<file path="config.mk">
export PLATFORM = sky130hd
export DESIGN_NAME = uart_irq_ident
export DESIGN_NICKNAME = d
export VERILOG_FILES = /design/src/rtl/uart_irq_pkg.sv /design/src/rtl/irq_src_flag.sv /design/src/rtl/irq_prio_enc.sv /design/src/rtl/uart_irq_ident.sv
export SDC_FILE = /design/constraint.sdc
export NUM_CORES = 1
export LEC_CHECK = 0
export BUFFER_PORTS_ARGS = -buffer_cell sky130_fd_sc_hd__buf_2
export CAP_MARGIN = 20
export CORE_AREA = 2 2 39 41
export DETAILED_ROUTE_END_ITERATION = 8
export DIE_AREA = 0 0 41 43
export MAX_ROUTING_LAYER = met4
export SKIP_CTS_REPAIR_TIMING = 1
export SLEW_MARGIN = 20
export SYNTH_ARGS = -nofsm -noshare
export SYNTH_HDL_FRONTEND = slang
export SYNTH_HIERARCHICAL = 1
export SYNTH_SLANG_ARGS = --single-unit
export TNS_END_PERCENT = 50
</file>
<file path="constraint.sdc">
create_clock -name clk_i -period 2 [get_ports clk_i]
set_clock_uncertainty 0.1 [all_clocks]
set_input_delay 0.1 -clock clk_i [delete_from_list [all_inputs] [get_ports clk_i]]
set_output_delay 0.1 -clock clk_i [all_outputs]
set_load 0.02 [all_outputs]
</file>
<file path="src/rtl/uart_irq_pkg.sv">
package uart_irq_pkg;
  localparam int unsigned NUM_CAT = 4;
  localparam int unsigned ID_W    = 3;
  localparam int unsigned IIR_W   = 8;

  // category index equals reported identifier
  typedef enum logic [ID_W-1:0] {
    ID_MODEM = 3'd0,
    ID_TXE   = 3'd1,
    ID_RXD   = 3'd2,
    ID_LINE  = 3'd3
  } irq_id_e;
endpackage

</file>
<file path="src/rtl/irq_src_flag.sv">
module irq_src_flag (
  input  logic clk_i,
  input  logic rst_ni,
  input  logic set_i,
  input  logic clr_i,
  output logic flag_o
);
  always_ff @(posedge clk_i or negedge rst_ni) begin
    if (!rst_ni)    flag_o <= 1'b0;
    else if (set_i) flag_o <= 1'b1;   // set beats clear
    else if (clr_i) flag_o <= 1'b0;
  end

  AST_SET_WINS: assert property (@(posedge clk_i) disable iff (!rst_ni)
    set_i |=> flag_o);
  AST_CLR_ONLY: assert property (@(posedge clk_i) disable iff (!rst_ni)
    (clr_i && !set_i) |=> !flag_o);
endmodule

</file>
<file path="src/rtl/irq_prio_enc.sv">
module irq_prio_enc #(
  parameter int unsigned N  = 4,
  localparam int unsigned W = (N > 1) ? $clog2(N) : 1
) (
  input  logic [N-1:0] req_i,
  output logic         valid_o,
  output logic [W-1:0] id_o
);
  always_comb begin
    valid_o = 1'b0;
    id_o    = '0;
    for (int i = 0; i < N; i++) begin
      if (req_i[i]) begin
        valid_o = 1'b1;
        id_o    = W'(i);  // later index overrides: highest wins
      end
    end
  end
endmodule

</file>
<file path="src/rtl/uart_irq_ident.sv">
module uart_irq_ident
  import uart_irq_pkg::*;
(
  input  logic             clk_i,
  input  logic             rst_ni,
  input  logic [NUM_CAT-1:0] en_i,
  input  logic             fifo_en_i,
  input  logic             line_err_i,
  input  logic             rx_data_i,
  input  logic             rx_timeout_i,
  input  logic             tx_empty_i,
  input  logic             modem_evt_i,
  input  logic             lsr_rd_i,
  input  logic             msr_rd_i,
  input  logic             rx_drained_i,
  input  logic             thr_wr_i,
  input  logic             iir_rd_i,
  output logic [IIR_W-1:0] iir_o,
  output logic             irq_o
);
  localparam int unsigned ENC_W = $clog2(NUM_CAT);

  logic [NUM_CAT-1:0] set_vec, clr_vec, flags, live;
  logic               pend;
  logic [ENC_W-1:0]   win_id;

  always_comb begin
    set_vec          = '0;
    clr_vec          = '0;
    set_vec[ID_LINE]  = line_err_i;
    clr_vec[ID_LINE]  = lsr_rd_i;
    set_vec[ID_RXD]   = rx_data_i | rx_timeout_i;  // timeout shares rx id
    clr_vec[ID_RXD]   = rx_drained_i;
    set_vec[ID_TXE]   = tx_empty_i;
    clr_vec[ID_TXE]   = thr_wr_i;
    set_vec[ID_MODEM] = modem_evt_i;
    clr_vec[ID_MODEM] = msr_rd_i;
  end

  for (genvar g = 0; g < NUM_CAT; g++) begin : g_src
    irq_src_flag u_flag (
      .clk_i  (clk_i),
      .rst_ni (rst_ni),
      .set_i  (set_vec[g]),
      .clr_i  (clr_vec[g]),
      .flag_o (flags[g])
    );
  end

  assign live = flags & en_i;

  irq_prio_enc #(.N(NUM_CAT)) u_enc (
    .req_i   (live),
    .valid_o (pend),
    .id_o    (win_id)
  );

  assign iir_o = {{2{fifo_en_i}}, 2'b00, (ID_W - ENC_W)'(0), win_id, ~pend};

  always_ff @(posedge clk_i or negedge rst_ni) begin
    if (!rst_ni) irq_o <= 1'b0;
    else         irq_o <= pend;
  end

  AST_LINE_TOP: assert property (@(posedge clk_i) disable iff (!rst_ni)
    (flags[ID_LINE] && en_i[ID_LINE]) |-> (iir_o[3:1] == 3'd3));
  AST_PEND_MASKED: assert property (@(posedge clk_i) disable iff (!rst_ni)
    !iir_o[0] |-> ((flags & en_i) != '0));
  AST_IDLE_ID: assert property (@(posedge clk_i) disable iff (!rst_ni)
    iir_o[0] |-> (iir_o[3:1] == 3'd0));
  AST_IRQ_LAG: assert property (@(posedge clk_i) disable iff (!rst_ni)
    irq_o == !$past(iir_o[0]));
  AST_READ_NO_CLEAR: assert property (@(posedge clk_i) disable iff (!rst_ni)
    (iir_rd_i && clr_vec == '0) |=> ((flags & $past(flags)) == $past(flags)));
endmodule

</file>
Word level (Yosys, flattened, before mapping)
Index checks and enable logic that the tools add are counted.
{ "word_totals": {"reg_bits": 5, "inputBits": 17, "latch_bits": 0, "mem_count": 0, "out_inout_bits": 9, "mem_bits_ro": 0, "ram_bits": 0} }
{ "op_classes": {"n_addsub": 0, "bitwise_logic": 3, "shift": 0, "mux": 15, "n_eq_ne": 0, "n_lt_le_gt_ge": 0, "mul": 0, "reduce_logical": 4, "div_mod_pow": 0} }
{ "ops": {"columns": ["operator", "count"], "rows": [
  ["$mux 1", 13],
  ["$reduce_bool 2->1", 4],
  ["$and 4x4->4", 1],
  ["$mux 2", 2],
  ["$not 1->1", 1],
  ["$or 1x1->1", 1]
]} }

Longest topological paths before layout
{ "logic_depth": {"depth_word": 6, "mapped_depth": 4, "ltp_nobuf": 4} }

Cells and area by module
The synthesis kept the hierarchy.
{ "modules_own_cells": {"columns": ["mod", "seq_area_each_um2", "n_inst", "area_each_um2", "cells_each"], "rows": [
  ["irq_src_flag", 25.0, 4, 36.3, 3],
  ["uart_irq_ident", 25.0, 1, 101.3, 13],
  ["irq_prio_enc", 0.0, 1, 23.8, 4]
]} }

Worst setup path after synthesis
Ideal clock, no wire load.
{ "synth_timing": {"kind": "register to output", "startpoint": "register g_src[2].u_flag.flag_o", "endpoint": "output port iir_o[0]", "path_stages_with_launch": 5, "arrival_time_ns": 1.306, "n_path_buf": 0, "slack_ns": 0.494, "path_cell_list": "dfrtp_1 > and2_1 > or2_1 > or3_1 > inv_1"} }
{ "synth_via": {"elab_chain_cells": 4} }
{ "synth_lines": {"columns": ["element", "line_no", "text"], "rows": [
  ["start, declared", "irq_src_flag.sv:6", "output logic flag_o"],
  ["start signal, assigned", "irq_src_flag.sv:9", "if (!rst_ni) flag_o <= 1'b0;"],
  ["start signal, assigned", "irq_src_flag.sv:10", "else if (set_i) flag_o <= 1'b1;"],
  ["start signal, assigned", "irq_src_flag.sv:11", "else if (clr_i) flag_o <= 1'b0;"],
  ["$and 4x4->4", "uart_irq_ident.sv:50", "assign live = flags & en_i;"],
  ["via live[2]", "uart_irq_ident.sv:23", "logic [NUM_CAT-1:0] set_vec, clr_vec, flags, live;"],
  ["$mux 1 (2 in a row)", "irq_prio_enc.sv:13", "if (req_i[i]) begin"],
  ["via pend", "uart_irq_ident.sv:24", "logic pend;"],
  ["$not 1->1", "uart_irq_ident.sv:58", "assign iir_o = {{2{fifo_en_i}}, 2'b00, (ID_W - ENC_W)'(0), win_id, ~pend};"],
  ["end, declared", "uart_irq_ident.sv:18", "output logic [IIR_W-1:0] iir_o,"]
]} }
The timed path passes the listed nets, and every way through them passes these cells.

Worst setup path after layout
Ends and elaborated chain as after synthesis.

==> impl_metrics.csv <==
group,metric,value,unit
die,die_h,43,um
synth,ys.warnings.count,6,
worst_setup_path,rrSetupSlack,0.69,ns
synth,synthAdderAreaFrac,0,
grt,grt_max_degree,6,
worst_hold_path,hp-class,"input port to flop",
power_and_ir_drop,ir_drop,0.2069,mV
synth,synth_top_family_by_area,"buffers and inverters",
synth,synth.area.top_cells,"dfrtp_1 (46%), a21o_1 (14%), buf_4 (14%)",
grt,overflow,0,
power_and_ir_drop,pwr_density_cell,679.8,mW/mm^2
worst_setup_path,cp.depth,5,
sta,max_freq,0.5801,GHz
die,io_pins,26,
die,dieArea,0.001763,sq mm
worst_setup_path,r2r_end,"irq_o",
sta,min_period,1.724,ns
route,route.detailed.drc,0,
synth,synth-compound-area-share,0.1389,
route,first_pass_iters,1,
worst_setup_path,cp_slowest_cell,"dfrtp_1",
die,core,0.001384,sq mm
worst_setup_path,cp-end-kind,"output pin",
grt,track_usage,0.07645,
final_layout,final_common_cell,"buf_2",
grt,grt_antenna_before_repair,0,
grt,grt_pass1_wl,821,um
sta,hold_viol,0,
grt,grt_use_met3,0.03141,
clocking,clk_latency,0.24,ns
final_layout,mostFrequentLayoutCells,"buf_2 (18), inv_1 (6), a21o_1 (5), dfrtp_1 (5)",
power_and_ir_drop,p_leak,0.2418,nW
synth,synth_mux_area_frac,0,
die,initial_utilization,0.1953,
synth,syn_area_per_cell,9.319,sq um
die,std_cell_rows,14,
worst_setup_path,rr_startpoint,"g_src[2].u_flag/flag_o",
worst_setup_path,crit_required,1.80,ns
grt,grt_busiest_layer,"met2",
worst_setup_path,cp-startpoint,"g_src[2].u_flag/flag_o",
synth,synth_top_area_frac,0.4630,
route,vias,239,
sta,final-max-slew-violation-count,0,
clocking,clk_root_buffer_cell,"clkbuf_4",
clocking,htreeDepth,1,
synth,ys_ff_latch,5,
route,first_iter_violations,0,
worst_setup_path,cpPeakStageDelay,0.36,ns
synth,syn_inst,29,
grt,grt_use_met2,0.1219,
die,dieWidth,41,um
worst_setup_path,crit_family,"simple AND/OR/NAND/NOR gates",
final_layout,area_growth,54.17,%
synth,synthXorXnorAreaFrac,0,
clocking,clockBufferDepth,2,
sta,setup_violations,0,
final_layout,diodes,0,
place,place.gp.congestion,0.6474,
synth,synth_top_area_cell,"dfrtp_1",
worst_setup_path,crit_buf_inv,2,
sta,fin_setup_tns,0,ns
grt,grt_pass1_vias,246,
worst_setup_path,crit_end,"iir_o[0]",
route,vias_per_cell,3.515,
run,max_cap_viol_count,0,
synth,seq_area_frac_synth,0.4630,
sta,grt_setup_unrepaired,"no",
grt,grtUsageMet1,0.05537,
worst_setup_path,arrival,1.52,ns
route,final_antenna_net_count,0,
worst_setup_path,path_class,"flop to output pin",
final_layout,drive_gt1_frac,0.4038,
synth,synth-simple-area-share,0.1620,
clocking,cts.sinks,5,
clocking,numCtsBuffers,3,
worst_setup_path,cp_cell_sequence,"and2_1 > or2_1 > or3_1 > inv_1 > buf_2",
outcome,status,"complete, no violations",
synth,syn-cell-area,270.3,sq um
route,routed_wl,532,um
worst_setup_path,reg2reg_depth,3,
final_layout,final_nets,70,
clocking,clkTransAtPathRegs,0.05,ns
route,routedWlPerCell,7.824,um
worst_hold_path,holdPathStages,3,
place,port_buffers,18,
synth,synth.distinct_cells,8,
clocking,tritoncts,"built",
worst_setup_path,critPathLaunchType,"flop",
sta,fin_crit_sh,0.8620,
power_and_ir_drop,fin_total_pwr,0.2832,mW
worst_setup_path,crit_fanout,2,
## report_power, final
group | switching (mW) | internal (mW) | total, mW
Combinational | 0.0278 | 0.0286 | 0.0563
Clock | 0.0410 | 0.0754 | 0.116
Sequential | 0.00246 | 0.108 | 0.110
Total | 0.0713 | 0.212 | 0.283
## synthesized netlist by cell type, drive strengths merged
library cell,number
inv,6
conb,1
dfrtp,5
buf,5
or3,1
and2,4
a21o,5
or2,2
## registers in the layout, indices dropped and copies added, names as in the netlist
signal	cells
irq_o	1
g_src.u_flag/flag_o	4
## metal layers
metal	up-vias	wire length, um
li1	125	-
met1	104	176
met2	10	284
met3	0	71
met4	0	0
met5	-	0
## kinds of logic after synthesis
| group | after synthesis |
|---|---|
| other | 1 |
| and+or+nand+nor | 7 |
| AOI/OAI and AO/OA | 5 |
| buffers and inverters | 11 |
| DFF | 5 |
## worst min path at each step
stage / start / to / slack, ns
final: msr_rd_i / g_src[0].u_flag/flag_o / 0.02
after global routing: lsr_rd_i / g_src[3].u_flag/flag_o / 0.03
after detailed placement: rst_ni / g_src[2].u_flag/flag_o / -0.17
after floorplan: rst_ni / g_src[0].u_flag/flag_o / -0.30
after CTS: rst_ni / irq_o / -0.43
after global placement: rst_ni / g_src[2].u_flag/flag_o / -0.18
## cell type report
type,count,area [sq um]
repair buffers,22,130.1
fillers,161,967.2
multi-input cells,15,92.59
clock buffers,4,26.28
inverters,6,22.52
well taps,16,20.02
flip-flops and latches,5,125.1
## per-stage QoR
stage	cell area [sq um]	instances	setup WS [ns]	hold WS (ns)	util
floorplan	277.8	31	0.4943	-0.2956	-
global placement	350.3	60	0.5242	-0.1784	0.2532
detailed placement	350.3	60	0.5151	-0.1750	0.2532
CTS	376.6	64	0.2541	-0.4338	0.2722
global route	416.7	68	0.1851	0.03101	0.3011
finish	416.7	68	0.2760	0.01844	0.3011
## worst min-delay path: stages
cell	delay, ns
buf_2	0.10
inv_1	0.04
a21o_1	0.09
No activity file was read; power rests on OpenSTA's default activity.
